**config.mk**
```make
export PLATFORM = sky130hd
export DESIGN_NAME = xbus_arbiter
export DESIGN_NICKNAME = d
export VERILOG_FILES = /design/src/rtl/xbus_pkg.sv /design/src/rtl/xbus_bit_timer.sv /design/src/rtl/xbus_strap.sv /design/src/rtl/xbus_sampler.sv /design/src/rtl/xbus_ctrl.sv /design/src/rtl/xbus_arbiter.sv
export SDC_FILE = /design/constraint.sdc
export NUM_CORES = 1
export LEC_CHECK = 0
export ABC_CLOCK_PERIOD_IN_PS = 1300
export BUFFER_PORTS_ARGS = -buffer_cell sky130_fd_sc_hd__buf_2
export CELL_PAD_IN_SITES_DETAIL_PLACEMENT = 0
export CELL_PAD_IN_SITES_GLOBAL_PLACEMENT = 1
export CORE_MARGIN = 3
export CORE_UTILIZATION = 32
export CTS_CLUSTER_DIAMETER = 60
export CTS_CLUSTER_SIZE = 25
export DETAILED_ROUTE_END_ITERATION = 10
export GPL_TIMING_DRIVEN = 1
export HOLD_SLACK_MARGIN = 0.15
export MAX_ROUTING_LAYER = met4
export PLACE_DENSITY_LB_ADDON = 0.1
export SYNTH_ARGS = -nofsm -noshare
export SYNTH_HDL_FRONTEND = slang
export SYNTH_SLANG_ARGS = --single-unit
```
**constraint.sdc**
```tcl
create_clock -name clk -period 1.3 [get_ports clk]
set_clock_uncertainty 0.05 [all_clocks]
set_input_delay 0.065 -clock clk [delete_from_list [all_inputs] [get_ports clk]]
set_output_delay 0.065 -clock clk [all_outputs]
set_load 0.005 [all_outputs]
```
**src/rtl/xbus_pkg.sv**
```systemverilog
package xbus_pkg;

    typedef struct packed {
        logic active;
        logic col;
        logic multi;
        logic txd;
        logic ack_n;
        logic col_n;
        logic jam;
        logic dat;
    } bus_smp_t;

    typedef struct packed {
        logic sel_out_n;
        logic ack_oe;
        logic col_oe;
        logic bus_oe;
        logic jam_out;
        logic dat_out;
        logic rx_valid;
        logic rx_jam;
        logic rx_dat;
        logic coll_seen;
    } bus_out_t;

    localparam bus_smp_t SMP_IDLE = '{ack_n: 1'b1, col_n: 1'b1, default: 1'b0};
    localparam bus_out_t OUT_IDLE = '{sel_out_n: 1'b1, default: 1'b0};

endpackage

```
**src/rtl/xbus_bit_timer.sv**
```systemverilog
module xbus_bit_timer #(
    parameter int CLK_PER_BIT = 2
) (
    input  logic clk,
    input  logic rst_n,
    output logic tick
);
    localparam int CNT_W = (CLK_PER_BIT > 1) ? $clog2(CLK_PER_BIT) : 1;
    localparam logic [CNT_W-1:0] LAST = CNT_W'(CLK_PER_BIT - 1);

    logic [CNT_W-1:0] cnt_d, cnt_q;

    always_comb begin
        tick  = (cnt_q == LAST);
        cnt_d = tick ? '0 : cnt_q + 1'b1;
    end

    always_ff @(posedge clk or negedge rst_n) begin
        if (!rst_n) cnt_q <= '0;
        else        cnt_q <= cnt_d;
    end
endmodule

```
**src/rtl/xbus_strap.sv**
```systemverilog
module xbus_strap (
    input  logic clk,
    input  logic rst_n,
    input  logic strap_pin,
    output logic internal
);
    typedef struct packed {
        logic done;
        logic intl;
    } strap_t;

    strap_t st_d, st_q;

    always_comb begin
        st_d = st_q;
        if (!st_q.done) begin
            st_d.done = 1'b1;
            st_d.intl = strap_pin;
        end
    end

    always_ff @(posedge clk or negedge rst_n) begin
        if (!rst_n) st_q <= '{done: 1'b0, intl: 1'b1};
        else        st_q <= st_d;
    end

    assign internal = st_q.intl;

    // once captured, the mode never moves
    a_r2_mode_held: assert property (@(posedge clk) disable iff (!rst_n)
        st_q.done |=> $stable(st_q.intl));
endmodule

```
**src/rtl/xbus_sampler.sv**
```systemverilog
module xbus_sampler
    import xbus_pkg::*;
#(
    parameter int NSEL = 2
) (
    input  logic            clk,
    input  logic            rst_n,
    input  logic [NSEL-1:0] sel_in_n,
    input  bus_smp_t        raw,
    output logic [NSEL-1:0] sel_s,
    output bus_smp_t        smp
);
    logic [NSEL-1:0] sel_d, sel_q;
    bus_smp_t        smp_d, smp_q;

    always_comb begin
        sel_d = sel_in_n;
        smp_d = raw;
    end

    always_ff @(posedge clk or negedge rst_n) begin
        if (!rst_n) begin
            sel_q <= '1;
            smp_q <= SMP_IDLE;
        end else begin
            sel_q <= sel_d;
            smp_q <= smp_d;
        end
    end

    assign sel_s = sel_q;
    assign smp   = smp_q;
endmodule

```
**src/rtl/xbus_ctrl.sv**
```systemverilog
module xbus_ctrl
    import xbus_pkg::*;
#(
    parameter int NSEL = 2
) (
    input  logic            clk,
    input  logic            rst_n,
    input  logic            tick,
    input  logic            internal,
    input  logic [NSEL-1:0] sel_s,
    input  bus_smp_t        smp,
    output bus_out_t        out
);
    localparam int CW = $clog2(NSEL + 1);

    bus_out_t        out_d, out_q;
    logic [CW-1:0]   nlow;
    logic            any_low;
    logic            multi_low;
    logic            ack_low;

    always_comb begin
        nlow = '0;
        for (int i = 0; i < NSEL; i++) begin
            nlow = nlow + CW'(!sel_s[i]);
        end
        any_low   = (nlow != '0);
        multi_low = (nlow > CW'(1));
        ack_low   = !smp.ack_n;

        out_d = out_q;
        if (tick) begin
            if (internal) begin
                out_d.sel_out_n = !(smp.active || any_low);
                out_d.ack_oe    = smp.active && !any_low;
                out_d.col_oe    = (smp.active && any_low) || multi_low;
            end else begin
                out_d.sel_out_n = !smp.active;
                out_d.ack_oe    = 1'b0;
                out_d.col_oe    = 1'b0;
            end
            out_d.bus_oe    = smp.active && ack_low;
            out_d.jam_out   = out_d.bus_oe && smp.col;
            out_d.dat_out   = out_d.bus_oe && (smp.col ? !smp.multi : smp.txd);
            out_d.rx_valid  = ack_low && !smp.active;
            out_d.rx_jam    = out_d.rx_valid && smp.jam;
            out_d.rx_dat    = out_d.rx_valid && smp.dat;
            out_d.coll_seen = !smp.col_n;
        end
    end

    always_ff @(posedge clk or negedge rst_n) begin
        if (!rst_n) out_q <= OUT_IDLE;
        else        out_q <= out_d;
    end

    assign out = out_q;

    // nothing moves between bit ticks
    a_r10_hold_mid_bit: assert property (@(posedge clk) disable iff (!rst_n)
        !tick |=> $stable(out_q));
    // the chain head never also signals a collision
    a_r4_r5_head_not_col: assert property (@(posedge clk) disable iff (!rst_n)
        !(out_q.ack_oe && out_q.col_oe));
    // external mode leaves the open-drain lines alone
    a_r6_ext_no_pull: assert property (@(posedge clk) disable iff (!rst_n)
        !internal |=> (!out_q.ack_oe && !out_q.col_oe));
    // a driving device also reports itself active downstream
    a_r7_drive_implies_sel: assert property (@(posedge clk) disable iff (!rst_n)
        out_q.bus_oe |-> !out_q.sel_out_n);
    // never drive and receive the pair at once
    a_r8_rx_or_tx: assert property (@(posedge clk) disable iff (!rst_n)
        !(out_q.rx_valid && out_q.bus_oe));
endmodule

```
**src/rtl/xbus_arbiter.sv**
```systemverilog
module xbus_arbiter
    import xbus_pkg::*;
#(
    parameter int NSEL        = 2,
    parameter int CLK_PER_BIT = 2
) (
    input  logic            clk,
    input  logic            rst_n,
    input  logic [NSEL-1:0] sel_in_n,
    input  logic            local_active,
    input  logic            local_col,
    input  logic            local_multi,
    input  logic            tx_bit,
    input  logic            ack_n_in,
    input  logic            col_n_in,
    input  logic            jam_in,
    input  logic            dat_in,
    output logic            sel_out_n,
    output logic            ack_oe,
    output logic            col_oe,
    output logic            bus_oe,
    output logic            jam_out,
    output logic            dat_out,
    output logic            rx_valid,
    output logic            rx_jam,
    output logic            rx_dat,
    output logic            coll_seen,
    output logic            arb_internal
);
    bus_smp_t        raw;
    bus_smp_t        smp;
    bus_out_t        out;
    logic [NSEL-1:0] sel_s;
    logic            tick;
    logic            internal;

    assign raw = '{active: local_active, col: local_col, multi: local_multi,
                   txd: tx_bit, ack_n: ack_n_in, col_n: col_n_in,
                   jam: jam_in, dat: dat_in};

    xbus_bit_timer #(.CLK_PER_BIT(CLK_PER_BIT)) u_timer (
        .clk(clk), .rst_n(rst_n), .tick(tick));

    xbus_strap u_strap (
        .clk(clk), .rst_n(rst_n), .strap_pin(sel_in_n[0]), .internal(internal));

    xbus_sampler #(.NSEL(NSEL)) u_smp (
        .clk(clk), .rst_n(rst_n), .sel_in_n(sel_in_n), .raw(raw),
        .sel_s(sel_s), .smp(smp));

    xbus_ctrl #(.NSEL(NSEL)) u_ctrl (
        .clk(clk), .rst_n(rst_n), .tick(tick), .internal(internal),
        .sel_s(sel_s), .smp(smp), .out(out));

    assign sel_out_n    = out.sel_out_n;
    assign ack_oe       = out.ack_oe;
    assign col_oe       = out.col_oe;
    assign bus_oe       = out.bus_oe;
    assign jam_out      = out.jam_out;
    assign dat_out      = out.dat_out;
    assign rx_valid     = out.rx_valid;
    assign rx_jam       = out.rx_jam;
    assign rx_dat       = out.rx_dat;
    assign coll_seen    = out.coll_seen;
    assign arb_internal = internal;
endmodule

```
==> impl_summary.log <==
[metrics] result of the run: finished, final reports clean
[metrics] Min-Delay Path Class: in2async
[metrics] maximum number of pins on one net before global-route repair: 24
[metrics] post-detail-place hpwl: 949 µm
[metrics] Fin. Hold Viols: 0
[metrics] post-CTS repair timing setup buffer count: 0
[metrics] count of mapped cells out of synthesis: 58
[metrics] unrepaired setup endpoints after global routing: false
[metrics] slowest stage delay, CP: 0.58 ns
[metrics] number of placed I/O pins: 23
[metrics] final setup TNS: 0 ns
[metrics] iteration-0 DRC count of the detailed router: 5
[metrics] number of diodes added for antenna fixing: 0
[metrics] global route overflow: 0
[metrics] post-layout min period: 1.12 ns
[metrics] post-synthesis cell type count: 21
[metrics] remaining design rule violation count: 0
[metrics] via total after detailed routing: 528
[metrics] mean routed wirelength per cell: 11.2 µm
[metrics] Crit Reg-Reg Endpoint: u_ctrl.out[4]
[metrics] post-detailed-routing wire length: 1370 µm
[metrics] total number of yosys warnings: 0
[metrics] pwr/cell area: 1120 mW/mm²
[metrics] # clock sinks: 23
[metrics] number of buffers created by CTS: 3
[metrics] depth of the worst register-to-register path: 3
[metrics] crit path to: arb_internal
[metrics] cells traversed along the worst timing path: buf_2
[metrics] worst ir drop on vdd: 0.807 mV
[metrics] vias per std cell: 4.33
[metrics] # Max-Cap Violations: 0
[metrics] count of state elements after synthesis: 23
[metrics] library cell contributing the largest single delay on the critical path: sky130_fd_sc_hd__dfstp_2
[metrics] async set or reset register ratio after synthesis: 100%
[metrics] fraction of final layout cells sized beyond drive strength 1: 39.4%
[metrics] width of the die: 56.4 µm
[metrics] launch point of the critical path: u_strap.internal
[metrics] Overall Global Routing Usage: 9.75%
[metrics] Max Fclk: 892 MHz
[metrics] last weighted congestion value of the routability-driven placer: 0.660
[metrics] Die Area: 0.00318 mm²
[metrics] floorplan die height: 56.4 µm
[metrics] CTS clock-pin slew for the worst setup and hold paths: 0.12 ns
[metrics] gate family responsible for the most delay along the worst path: flip-flops
[metrics] Setup Crit Path Kind: reg2out
[metrics] cell types with the largest area share after synthesis: sky130_fd_sc_hd__dfrtp_1 (52%), sky130_fd_sc_hd__dfstp_2 (19%), sky130_fd_sc_hd__nand2b_1 (3.1%)
[metrics] post-route antenna net violation count: 0
[metrics] cell chosen for the clock root: sky130_fd_sc_hd__clkbuf_4
[metrics] Leak: 0.507 nW
[metrics] TritonCTS clock tree: yes
[metrics] initial core utilization: 35.0%
[metrics] Worst-Skew Late Latency: 0.31 ns
[metrics] initial antenna violation count: 0
[metrics] most used flip-flop cell after synthesis: sky130_fd_sc_hd__dfrtp_1
[metrics] number of rows created at floorplan: 17
[metrics] Syn Area/Cell: 14.0 µm²
[metrics] largest fanout on the critical path: 5
[metrics] Worst Path Arrival: 1.01 ns
[metrics] required time reported for the critical path endpoint: 1.19 ns
[metrics] portion of synthesized cell area occupied by the leading cell type: 52.4%
[metrics] number of H-tree branching levels: 1
[metrics] via count of the first global-routing pass: 518
[metrics] total core area: 0.00232 mm²
[metrics] kind of start point of the critical path: register
[metrics] synth cell count leaders: sky130_fd_sc_hd__dfrtp_1 (17), sky130_fd_sc_hd__dfstp_2 (6), sky130_fd_sc_hd__inv_1 (6)
[metrics] final clock period utilization by the worst path: 86.2%
[metrics] synthesized area: 812 µm²
[metrics] leading cell type by number of instances after synthesis: sky130_fd_sc_hd__dfrtp_1
[metrics] Syn Nets: 70
[metrics] R2R Path Start: u_timer.tick
[metrics] wire length of the first global-routing pass: 2290 µm
[metrics] flop-to-flop setup slack: 0.22 ns
[metrics] sort of element at the end of the critical path: output pin
[metrics] final setup vio count: 0
[metrics] dominant cell type by area after synthesis: sky130_fd_sc_hd__dfrtp_1
[metrics] area growth from synthesis to layout: 34.1%
[metrics] router iterations before antenna repair: 3
[metrics] share of the yosys chip area belonging to registers: 71.8%
[metrics] number of flops mapped to enable cells by yosys: 0
[metrics] number of buffers on the longest clock path: 2
[metrics] pins over their slew limit: 0
[metrics] Final nets: 107
[metrics] worst path bufs/invs: 1
[metrics] worst hold slack: 0.186 ns
[metrics] logic depth of the worst path, buffers included: 1
[metrics] input/output buffers: 22
[flip-flops by register name, summed over array words and instances, names as in the netlist]
signal            count
u_timer.tick          1
u_strap.internal      1
u_strap.st_q          1
u_smp.smp             8
u_ctrl.out           10
u_smp.sel_s           2
[power by group]
part	total (W)	leakage [nW]	switching (W)	internal, W
sequential	0.000785	0.272	0.0000239	0.000762
clock	0.000324	0.0139	0.000207	0.000117
combinational	0.000107	0.222	0.0000421	0.0000644
total	0.00122	0.507	0.000273	0.000943
[layout make-up]
cell class                      count  area (µm²)
Tap cell                           28        35.0
Clock inverter                      1        7.51
Inverter                            6        22.5
Sequential cell                    23         583
Fill cell                         224        1230
Clock buffer                        3        22.5
Multi-Input combinational cell     27         190
Timing Repair Buffer               34         228
[placed cells by master (no fill, tap or decap), drive strengths merged]
cell         Yosys  routed
buf              2      23
dfrtp           17      17
dlygate4sd3      0      11
inv              6       6
dfstp            6       6
o21ai            5       5
nand2b           4       4
clkbuf           0       3
o32ai            3       3
a21boi           2       2
o31ai            2       2
nand2            2       2
nand4            1       1
mux2             1       1
nor2             1       1
and2             1       1
nand3b           1       1
nand4b           1       1
or2              1       1
o221a            1       1
clkinvlp         0       1
conb             1       1
[repair_timing]
action,CTS,global route
endpoints found under the hold margin,34,0
hold buffers,11,0
gates resized for setup,0,0
[layer usage]
layer	routed length (µm)	GRT usage [%]	part of all wire [%]
met1	670	12.3	49
met2	579	13.5	42
met3	102	5.06	7.5
met4	13	3.05	0.95
met5	0	-	0
[cells by family (layout without fill, tap and decap cells)]
family	count (synthesis)	in the layout	share of synthesized area, %
buffers and inverters	8	44	4.78
other	1	1	0.462
DFF	23	23	71.8
AOI/OAI and AO/OA	13	13	12.3
muxes	1	1	1.39
and+or+nand+nor	12	12	9.25
[worst min-delay path by stage]
stage / from / to / slack [ns] / cells past startpoint
after floorplan: rst_n / u_ctrl.out[0] / -0.28 / 0
after global placement: rst_n / u_ctrl.out[8] / 0.01 / 1
after detailed placement: rst_n / u_ctrl.out[7] / 0.005 / 1
after CTS: rst_n / u_timer.tick / 0.19 / 2
after global routing: rst_n / u_timer.tick / 0.21 / 2
final: rst_n / u_timer.tick / 0.19 / 2
[stage by stage]
step | power [W] | std cells | setup slack, ns | util, % | cell area, µm²
2_1_floorplan | 0.000826 | 58 | 0.316 | - | 812
3_3_place_gp | 0.000882 | 107 | 0.281 | 40.9 | 948
3_5_place_dp | 0.000882 | 107 | 0.237 | 40.9 | 948
4_1_cts | 0.00124 | 122 | 0.157 | 47.0 | 1090
5_1_grt | 0.00128 | 122 | 0.104 | 47.0 | 1090
6_report | 0.00122 | 122 | 0.179 | 47.0 | 1090
Power figures use the tool's default switching activity.
